===== src/rtl/crank_sched_pkg.sv =====
package crank_sched_pkg;

    localparam int HOST_W = 16;
    localparam int NFLAGS = 4;

    typedef enum logic [1:0] {
        ACT_NONE  = 2'd0,
        ACT_SET   = 2'd1,
        ACT_CLR   = 2'd2,
        ACT_PULSE = 2'd3
    } cmp_act_e;

    typedef struct packed {
        logic [HOST_W-1:0] match;
        cmp_act_e          act;
    } cmp_entry_t;

    localparam logic [2:0] REG_CTRL    = 3'd0;
    localparam logic [2:0] REG_GAP     = 3'd1;
    localparam logic [2:0] REG_A_MATCH = 3'd2;
    localparam logic [2:0] REG_A_ACT   = 3'd3;
    localparam logic [2:0] REG_B_MATCH = 3'd4;
    localparam logic [2:0] REG_B_ACT   = 3'd5;
    localparam logic [2:0] REG_FLAGS   = 3'd6;

    localparam logic [2:0] RD_TS     = 3'd2;
    localparam logic [2:0] RD_PERIOD = 3'd3;
    localparam logic [2:0] RD_STAT   = 3'd4;
    localparam logic [2:0] RD_COUNT  = 3'd5;

    localparam int FLAG_CAP   = 0;
    localparam int FLAG_A     = 1;
    localparam int FLAG_B     = 2;
    localparam int FLAG_STALL = 3;

    function automatic logic next_level(cmp_act_e a, logic cur);
        case (a)
            ACT_SET: return 1'b1;
            ACT_CLR: return 1'b0;
            default: return cur;
        endcase
    endfunction

endpackage


===== src/rtl/crank_timebase.sv =====
module crank_timebase #(
    parameter int PRESCALE = 64,
    parameter int TB_W     = 16
) (
    input  logic            clk,
    input  logic            rst,
    output logic [TB_W-1:0] count,
    output logic            adv,
    output logic            ovf
);
    localparam int PW = (PRESCALE > 2) ? $clog2(PRESCALE) : 1;
    localparam logic [PW-1:0] PRE_LAST = PW'(PRESCALE - 1);

    logic [PW-1:0] pre;
    logic          tick;

    assign tick = (pre == PRE_LAST);

    always_ff @(posedge clk) begin
        if (rst) begin
            pre   <= '0;
            count <= '0;
            adv   <= 1'b0;
            ovf   <= 1'b0;
        end else begin
            adv <= tick;
            ovf <= tick && (count == '1);
            if (tick) begin
                pre   <= '0;
                count <= count + 1'b1;
            end else begin
                pre <= pre + 1'b1;
            end
        end
    end

    assert_step_R1: assert property (@(posedge clk) disable iff (rst)
        adv |-> count == $past(count) + TB_W'(1));
    assert_hold_R1: assert property (@(posedge clk) disable iff (rst)
        !adv |-> $stable(count));
    assert_wrap_R1: assert property (@(posedge clk) disable iff (rst)
        ovf |-> (count == '0) && adv);

endmodule


===== src/rtl/crank_capture.sv =====
module crank_capture #(
    parameter int TB_W = 16
) (
    input  logic            clk,
    input  logic            rst,
    input  logic            hall_in,
    input  logic            both_edges,
    input  logic [TB_W-1:0] min_gap,
    input  logic [TB_W-1:0] count,
    input  logic            adv,
    output logic            cap_evt,
    output logic [TB_W-1:0] cap_ts,
    output logic [TB_W-1:0] cap_period,
    output logic            cap_pol
);
    logic            s1, s2, s_q;
    logic            rise, fall, want, accept;
    logic [TB_W-1:0] since;
    logic [TB_W-1:0] last_ts [2];
    logic [1:0]      seen;

    assign rise   = s2 && !s_q;
    assign fall   = !s2 && s_q;
    assign want   = both_edges ? (rise || fall) : rise;
    assign accept = want && (since >= min_gap);

    always_ff @(posedge clk) begin
        if (rst) begin
            s1         <= 1'b0;
            s2         <= 1'b0;
            s_q        <= 1'b0;
            cap_evt    <= 1'b0;
            cap_ts     <= '0;
            cap_period <= '0;
            cap_pol    <= 1'b0;
            since      <= '1;
            seen       <= '0;
            last_ts[0] <= '0;
            last_ts[1] <= '0;
        end else begin
            s1      <= hall_in;
            s2      <= s1;
            s_q     <= s2;
            cap_evt <= accept;
            if (accept) begin
                since         <= '0;
                cap_ts        <= count;
                cap_pol       <= rise;
                last_ts[rise] <= count;
                seen[rise]    <= 1'b1;
                if (seen[rise])
                    cap_period <= count - last_ts[rise];
            end else if (adv && (since != '1)) begin
                since <= since + 1'b1;
            end
        end
    end

    assert_one_edge_R3: assert property (@(posedge clk) disable iff (rst)
        cap_evt && !$past(both_edges) |-> cap_pol);
    assert_gap_R5: assert property (@(posedge clk) disable iff (rst)
        cap_evt && (min_gap != '0) |=> !cap_evt);
    assert_ts_stable_R2: assert property (@(posedge clk) disable iff (rst)
        !cap_evt |-> $stable(cap_ts));

endmodule


===== src/rtl/crank_cmp_chan.sv =====
module crank_cmp_chan
    import crank_sched_pkg::*;
#(
    parameter int TB_W = 16
) (
    input  logic            clk,
    input  logic            rst,
    input  logic [TB_W-1:0] count,
    input  logic            adv,
    input  logic            commit,
    input  cmp_entry_t      commit_entry,
    output logic            out_lvl,
    output logic            strobe,
    output logic            match_evt
);
    cmp_entry_t cur;
    cmp_entry_t pend;
    logic       armed;
    logic       pend_v;
    logic       hit;
    logic       retire;

    assign hit    = armed && adv && (HOST_W'(count) == cur.match);
    assign retire = hit || !armed;

    always_ff @(posedge clk) begin
        if (rst) begin
            cur       <= '0;
            pend      <= '0;
            armed     <= 1'b0;
            pend_v    <= 1'b0;
            out_lvl   <= 1'b0;
            strobe    <= 1'b0;
            match_evt <= 1'b0;
        end else begin
            match_evt <= hit;
            strobe    <= hit && (cur.act == ACT_PULSE);
            if (hit)
                out_lvl <= next_level(cur.act, out_lvl);
            if (retire) begin
                if (pend_v) begin
                    cur   <= pend;
                    armed <= 1'b1;
                end else begin
                    armed <= 1'b0;
                end
            end
            if (commit)
                pend <= commit_entry;
            pend_v <= commit ? 1'b1 : (retire ? 1'b0 : pend_v);
        end
    end

    assert_set_R7: assert property (@(posedge clk) disable iff (rst)
        hit && (cur.act == ACT_SET) |=> out_lvl);
    assert_clr_R7: assert property (@(posedge clk) disable iff (rst)
        hit && (cur.act == ACT_CLR) |=> !out_lvl);
    assert_pulse_R7: assert property (@(posedge clk) disable iff (rst)
        hit && (cur.act == ACT_PULSE) |=> strobe && $stable(out_lvl));
    assert_quiet_R7: assert property (@(posedge clk) disable iff (rst)
        !hit |=> $stable(out_lvl) && !strobe && !match_evt);
    assert_keep_R9: assert property (@(posedge clk) disable iff (rst)
        hit && commit |=> armed || pend_v);

endmodule


===== src/rtl/crank_sched.sv =====
module crank_sched
    import crank_sched_pkg::*;
#(
    parameter int PRESCALE = 64,
    parameter int TB_W     = 16
) (
    input  logic                clk,
    input  logic                rst,
    input  logic                hall_in,
    input  logic                wr_en,
    input  logic [2:0]          wr_addr,
    input  logic [HOST_W-1:0]   wr_data,
    input  logic [2:0]          rd_addr,
    output logic [HOST_W-1:0]   rd_data,
    output logic                inj_out,
    output logic                coil_out,
    output logic [1:0]          sched_strobe,
    output logic                pump_on,
    output logic [NFLAGS-1:0]   irq_flags
);
    logic [TB_W-1:0]   count;
    logic              adv, ovf;
    logic              both_edges;
    logic [TB_W-1:0]   min_gap;
    logic              cap_evt, cap_pol;
    logic [TB_W-1:0]   cap_ts, cap_period;
    logic [HOST_W-1:0] stage_a, stage_b;
    logic              a_evt, b_evt;
    logic              commit_a, commit_b;
    cmp_entry_t        entry_a, entry_b;
    logic [1:0]        ovf_cnt;
    logic              stall_evt;
    logic [NFLAGS-1:0] set_mask, clr_mask;

    crank_timebase #(.PRESCALE(PRESCALE), .TB_W(TB_W)) u_tb (
        .clk(clk), .rst(rst), .count(count), .adv(adv), .ovf(ovf)
    );

    crank_capture #(.TB_W(TB_W)) u_cap (
        .clk(clk), .rst(rst), .hall_in(hall_in), .both_edges(both_edges),
        .min_gap(min_gap), .count(count), .adv(adv), .cap_evt(cap_evt),
        .cap_ts(cap_ts), .cap_period(cap_period), .cap_pol(cap_pol)
    );

    assign commit_a = wr_en && (wr_addr == REG_A_ACT);
    assign commit_b = wr_en && (wr_addr == REG_B_ACT);
    assign entry_a  = '{match: stage_a, act: cmp_act_e'(wr_data[1:0])};
    assign entry_b  = '{match: stage_b, act: cmp_act_e'(wr_data[1:0])};

    crank_cmp_chan #(.TB_W(TB_W)) u_chan_a (
        .clk(clk), .rst(rst), .count(count), .adv(adv), .commit(commit_a),
        .commit_entry(entry_a), .out_lvl(inj_out), .strobe(sched_strobe[0]),
        .match_evt(a_evt)
    );

    crank_cmp_chan #(.TB_W(TB_W)) u_chan_b (
        .clk(clk), .rst(rst), .count(count), .adv(adv), .commit(commit_b),
        .commit_entry(entry_b), .out_lvl(coil_out), .strobe(sched_strobe[1]),
        .match_evt(b_evt)
    );

    assign stall_evt = pump_on && ovf && (ovf_cnt == 2'd1) && !cap_evt;
    assign set_mask  = {stall_evt, b_evt, a_evt, cap_evt};
    assign clr_mask  = (wr_en && (wr_addr == REG_FLAGS)) ? wr_data[NFLAGS-1:0] : '0;

    always_ff @(posedge clk) begin
        if (rst) begin
            both_edges <= 1'b0;
            min_gap    <= '0;
            stage_a    <= '0;
            stage_b    <= '0;
            irq_flags  <= '0;
            pump_on    <= 1'b0;
            ovf_cnt    <= '0;
        end else begin
            if (wr_en) begin
                case (wr_addr)
                    REG_CTRL:    both_edges <= wr_data[0];
                    REG_GAP:     min_gap    <= wr_data[TB_W-1:0];
                    REG_A_MATCH: stage_a    <= wr_data;
                    REG_B_MATCH: stage_b    <= wr_data;
                    default: ;
                endcase
            end
            irq_flags <= (irq_flags & ~clr_mask) | set_mask;
            if (cap_evt) begin
                ovf_cnt <= '0;
                pump_on <= 1'b1;
            end else if (ovf) begin
                if (ovf_cnt == 2'd1)
                    pump_on <= 1'b0;
                if (ovf_cnt != 2'd2)
                    ovf_cnt <= ovf_cnt + 1'b1;
            end
        end
    end

    always_comb begin
        case (rd_addr)
            REG_CTRL:  rd_data = HOST_W'(both_edges);
            REG_GAP:   rd_data = HOST_W'(min_gap);
            RD_TS:     rd_data = HOST_W'(cap_ts);
            RD_PERIOD: rd_data = HOST_W'(cap_period);
            RD_STAT:   rd_data = HOST_W'({pump_on, cap_pol});
            RD_COUNT:  rd_data = HOST_W'(count);
            REG_FLAGS: rd_data = HOST_W'(irq_flags);
            default:   rd_data = '0;
        endcase
    end

    assert_pump_on_R10: assert property (@(posedge clk) disable iff (rst)
        cap_evt |=> pump_on);
    assert_pump_off_R10: assert property (@(posedge clk) disable iff (rst)
        $fell(pump_on) |-> $past(ovf) && irq_flags[FLAG_STALL]);
    assert_cap_flag_R6: assert property (@(posedge clk) disable iff (rst)
        cap_evt |=> irq_flags[FLAG_CAP]);
    assert_set_wins_R11: assert property (@(posedge clk) disable iff (rst)
        a_evt |=> irq_flags[FLAG_A]);

endmodule


===== config.mk =====
export PLATFORM = sky130hd
export DESIGN_NAME = crank_sched
export DESIGN_NICKNAME = d
export VERILOG_FILES = /design/src/rtl/crank_sched_pkg.sv /design/src/rtl/crank_timebase.sv /design/src/rtl/crank_capture.sv /design/src/rtl/crank_cmp_chan.sv /design/src/rtl/crank_sched.sv
export SDC_FILE = /design/constraint.sdc
export NUM_CORES = 1
export LEC_CHECK = 0
export CAP_MARGIN = 20
export CORE_AREA = 2 2 152 184
export CTS_CLUSTER_DIAMETER = 150
export CTS_CLUSTER_SIZE = 40
export DETAILED_ROUTE_END_ITERATION = 6
export DIE_AREA = 0 0 154 186
export DONT_BUFFER_PORTS = 1
export GPL_TIMING_DRIVEN = 0
export PLACE_DENSITY = 0.61
export REMOVE_ABC_BUFFERS = 1
export SYNTH_ARGS = -nofsm -noshare
export SYNTH_HDL_FRONTEND = slang
export SYNTH_SLANG_ARGS = --single-unit

===== constraint.sdc =====
create_clock -name clk -period 7.2 [get_ports clk]
set_clock_uncertainty 0.05 [all_clocks]
set_input_delay 0.36 -clock clk [delete_from_list [all_inputs] [get_ports clk]]
set_output_delay 0.36 -clock clk [all_outputs]
set_load 0.02 [all_outputs]

==> impl_metrics.py <==
metrics = {
    "status": {
        "outcome": "finished, final reports clean",
    },
    "layout": {
        "finish.net_count": 1365,
        "finalCoreUtilization": 0.4663,
        "layout-drive-gt1-share": 0.04080,
        "areaGrowthSynthToFinish_pct": 5.184,
        "antenna_cells_inserted": 0,
        "fill_cells": 2597,
    },
    "grt": {
        "first_pass_grt_wire_length_microns": 47150,
        "grt_antenna_before_repair": 3,
        "via_count_of_the_first_global_routing_pass": 8545,
        "globalRoute.totalOverflow": 0,
        "grt_util_all_layers": 0.2090,
        "grt_start_max_net_pins": 161,
    },
    "drt": {
        "drt-total-wl_microns": 30400,
        "drt_drc_violations_left": 0,
        "first_iter_violations": 563,
        "vias_per_cell": 5.501,
        "detail_route.first_pass.iterations": 5,
        "vias": 9016,
        "routed_wire_per_std_cell_microns": 18.55,
        "drt.antenna.violating_nets": 0,
    },
    "logic_synthesis": {
        "post_synth_fa_ha_maj_area_fraction": 0.04479,
        "async_flop_share": 0,
        "synth_top_family_by_area": "simple AND/OR/NAND/NOR gates",
        "compound_gate_portion_of_the_synthesized_area": 0.1261,
        "post_synth_and_or_nand_nor_area_fraction": 0.1964,
        "synthDistinctLibCells": 71,
        "synthesis.area_per_instance_sq_um": 8.840,
        "fraction_of_synthesized_area_in_multiplexers": 0.07950,
        "ys_ff_latch": 249,
        "ys.warnings.count": 0,
        "synth_edf_count": 32,
        "synth_xor_area_frac": 0.05373,
        "synth.yosys.seq_area_share": 0.4458,
        "synthesis.instances": 1346,
        "synth-main-ff-cell": "sky130_fd_sc_hd__dfxtp_1",
        "synth_area_sq_um": 11900,
    },
    "power": {
        "overall_power_uw": 2386,
        "power_per_cell_area_nw_per_um2": 190.7,
        "total_leakage_power_uw": 0.004314,
        "maximum_vdd_drop_uv": 164.1,
    },
    "clocking": {
        "cts_tree": "done",
        "cts-resized-gates": 0,
        "cts_buffer_depth": 3,
        "cts.root.buffer_cell": "sky130_fd_sc_hd__clkbuf_16",
        "worst_setup_hold_path_clk_slew_ns": 0.15,
        "cts_made_buffers": 10,
        "depth_of_the_cts_h_tree": 1,
        "cts.sink_count": 249,
        "clock_network_latency_to_the_later_pin_of_the_worst_skew_pair_ns": 0.50,
    },
    "critical_path": {
        "path_max_fanout": 19,
        "timing.critical_path.required_ns": 7.29,
        "timing.critical_path.slowest_cell_delay_ns": 0.71,
        "worstPathCellList": "inv_1 > ha_1 > and4_1 > a31oi_1 > a21boi_0 > o31ai_4 > buf_16 > buf_8 > o21ai_2",
        "cp-start-kind": "flop",
        "critical_path_s_slowest_cell": "sky130_fd_sc_hd__o21ai_2",
        "endpoint_kind": "flop",
        "critPathKind": "reg -> reg",
        "cp_top_family": "compound AO/OA/AOI/OAI gates",
        "worst-endpoint-arrival_ns": 3.37,
        "path_buf_inv": 3,
        "rrSetupSlack_ns": 3.93,
    },
    "floorplan": {
        "start_util": 0.4434,
        "rows": 66,
        "design.portCount": 51,
        "die_outline_area_sq_um": 28640,
        "die_width_microns": 154,
        "die_height_microns": 186,
        "coreArea_sq_um": 26840,
    },
    "placed_design": {
        "gp_routability_congestion": 0.8528,
        "buffer_ports.inserted": 0,
        "post-place-ws_ns": 3.934,
        "dp_hpwl_microns": 20080,
    },
    "timing": {
        "finalWorstPathRequiredPeriod_ns": 3.275,
        "report.final.setup_viol": 0,
        "fin_tns_setup_ns": 0,
        "timing_worst_slew_pin_value_ns": 0.9307,
        "max_freq_mhz": 305.4,
        "finalHoldViolCount": 0,
        "final_min_period_over_clock_period": 0.4548,
        "slew_violations": 0,
        "post_route_worst_setup_slack_ns": 3.925,
        "slew-limit-headroom": 0.3782,
        "rsz_0062_raised_after_global_routing": "false",
    },
    "run": {
        "max-cap-violations": 0,
    },
    "min_path": {
        "hold_class": "in -> reg",
    },
}
==> sequential cells by signal, indices dropped and copies added, names as in the netlist, 2 cells and up <==
name              flops
irq_flags             4
min_gap              16
ovf_cnt               2
stage_a              16
stage_b              16
u_cap.cap_period     16
u_cap.cap_ts         16
u_cap.last_ts        32
u_cap.seen            2
u_cap.since          16
u_chan_a.cur         18
u_chan_a.pend        18
u_chan_b.cur         18
u_chan_b.pend        18
u_tb.count           16
u_tb.pre              6
==> Yosys cell counts, drive strengths merged (6+ instances only) <==
cell | count | area [sq um]
nand2 | 294 | 1104
dfxtp | 217 | 4344
a21oi | 132 | 660.6
mux2i | 90 | 900.9
nor2 | 66 | 250.2
o21ai | 60 | 300.3
clkbuf | 57 | 234.0
xnor2 | 55 | 481.7
ha | 41 | 513.0
buf | 34 | 271.5
inv | 33 | 123.9
edfxtp | 32 | 960.9
nand3 | 28 | 145.1
nand4 | 22 | 150.1
and3 | 20 | 126.4
xor2 | 18 | 157.7
and2 | 17 | 107.6
nor3 | 17 | 85.08
a22o | 12 | 105.1
nor4 | 12 | 93.84
nor2b | 10 | 62.56
or3 | 8 | 51.30
a211oi | 6 | 50.05
a21o | 6 | 45.04
==> power breakdown <==
group	switching [uW]	internal, uW
Combinational	128	72.2
Clock	445	289
Sequential	19.6	1430
Total	593	1790
==> kinds of logic (layout without fill, tap and decap cells) <==
family,after synthesis,in the layout
compound gates,250,250
simple gates,514,514
buf+inv,125,78
xor+xnor,73,73
flops,249,249
fa+ha+maj,42,42
mux,93,93
==> metrics by stage <==
step           instance area (sq um)  std cells  hold WS, ns
2_1_floorplan                  11380       1254       0.3630
3_3_place_gp                   11810       1594       0.3809
3_5_place_dp                   11950       1602       0.3797
4_1_cts                        12470       1635     0.004756
5_1_grt                        12520       1639      0.05063
6_report                       12520       1639      0.01334
==> final cells by class <==
class | count | area, sq um | area share
Multi-Input combinational cell | 972 | 5971 | 0.4771
Tap cell | 340 | 425.4 | 0.03399
Timing Repair Buffer | 31 | 375.4 | 0.02999
Inverter | 33 | 126.4 | 0.01010
Sequential cell | 249 | 5305 | 0.4239
Clock buffer | 13 | 282.8 | 0.02259
Clock inverter | 1 | 30.03 | 0.002399
==> tightest hold or removal path: stages <==
cell and delay, ns:
sky130_fd_sc_hd__nand2_1 0.04, sky130_fd_sc_hd__a21oi_1 0.06, sky130_fd_sc_hd__nor2_1 0.07
==> cell usage in the layout (no fill, tap or decap), drive strengths merged, types with 3 or more instances in the layout <==
cell,n
o211ai,4
a211oi,6
buf,13
nor4,12
o21ai,60
xnor2,55
ha,41
nand2b,4
a21o,6
a31oi,4
nand4,22
a21boi,4
xor2,18
nor3,17
clkbuf,13
a2111oi,3
nor2b,10
and2,17
nand3,28
and4,4
inv,33
or4,4
a22o,12
or3,8
a21oi,132
nand2,294
edfxtp,32
nor2,66
and3,20
dlygate4sd3,18
mux2i,90
o31ai,4
dfxtp,217
==> routing by layer <==
layer	routed length [microns]	track usage
met1	13880	0.2759
met2	14470	0.3630
met3	1177	0.02305
met4	844	0.05944
met5	29	0
==> timing repair <==
item,4_1_cts,5_1_grt
endpoints found under the hold margin,160,0
setup buffers,0,0
hold buffers,19,0
setup endpoints to repair,0,0
==> path summary, 6_finish.rpt <==
path,startpoint,end,depth (start not counted)
max,min_gap[9]$_SDFFE_PP0P_,u_cap.last_ts[0][4]$_SDFFCE_PN0P_,9
min,wr_data[1],irq_flags[1]$_SDFF_PP0_,3
max reg2reg,min_gap[9]$_SDFFE_PP0P_,u_cap.last_ts[0][4]$_SDFFCE_PN0P_,9
min reg2reg,stage_b[0]$_SDFFE_PP0P_,u_chan_b.pend[2]$_SDFFE_PP0P_,2
No activity file was read; power rests on OpenSTA's default activity.
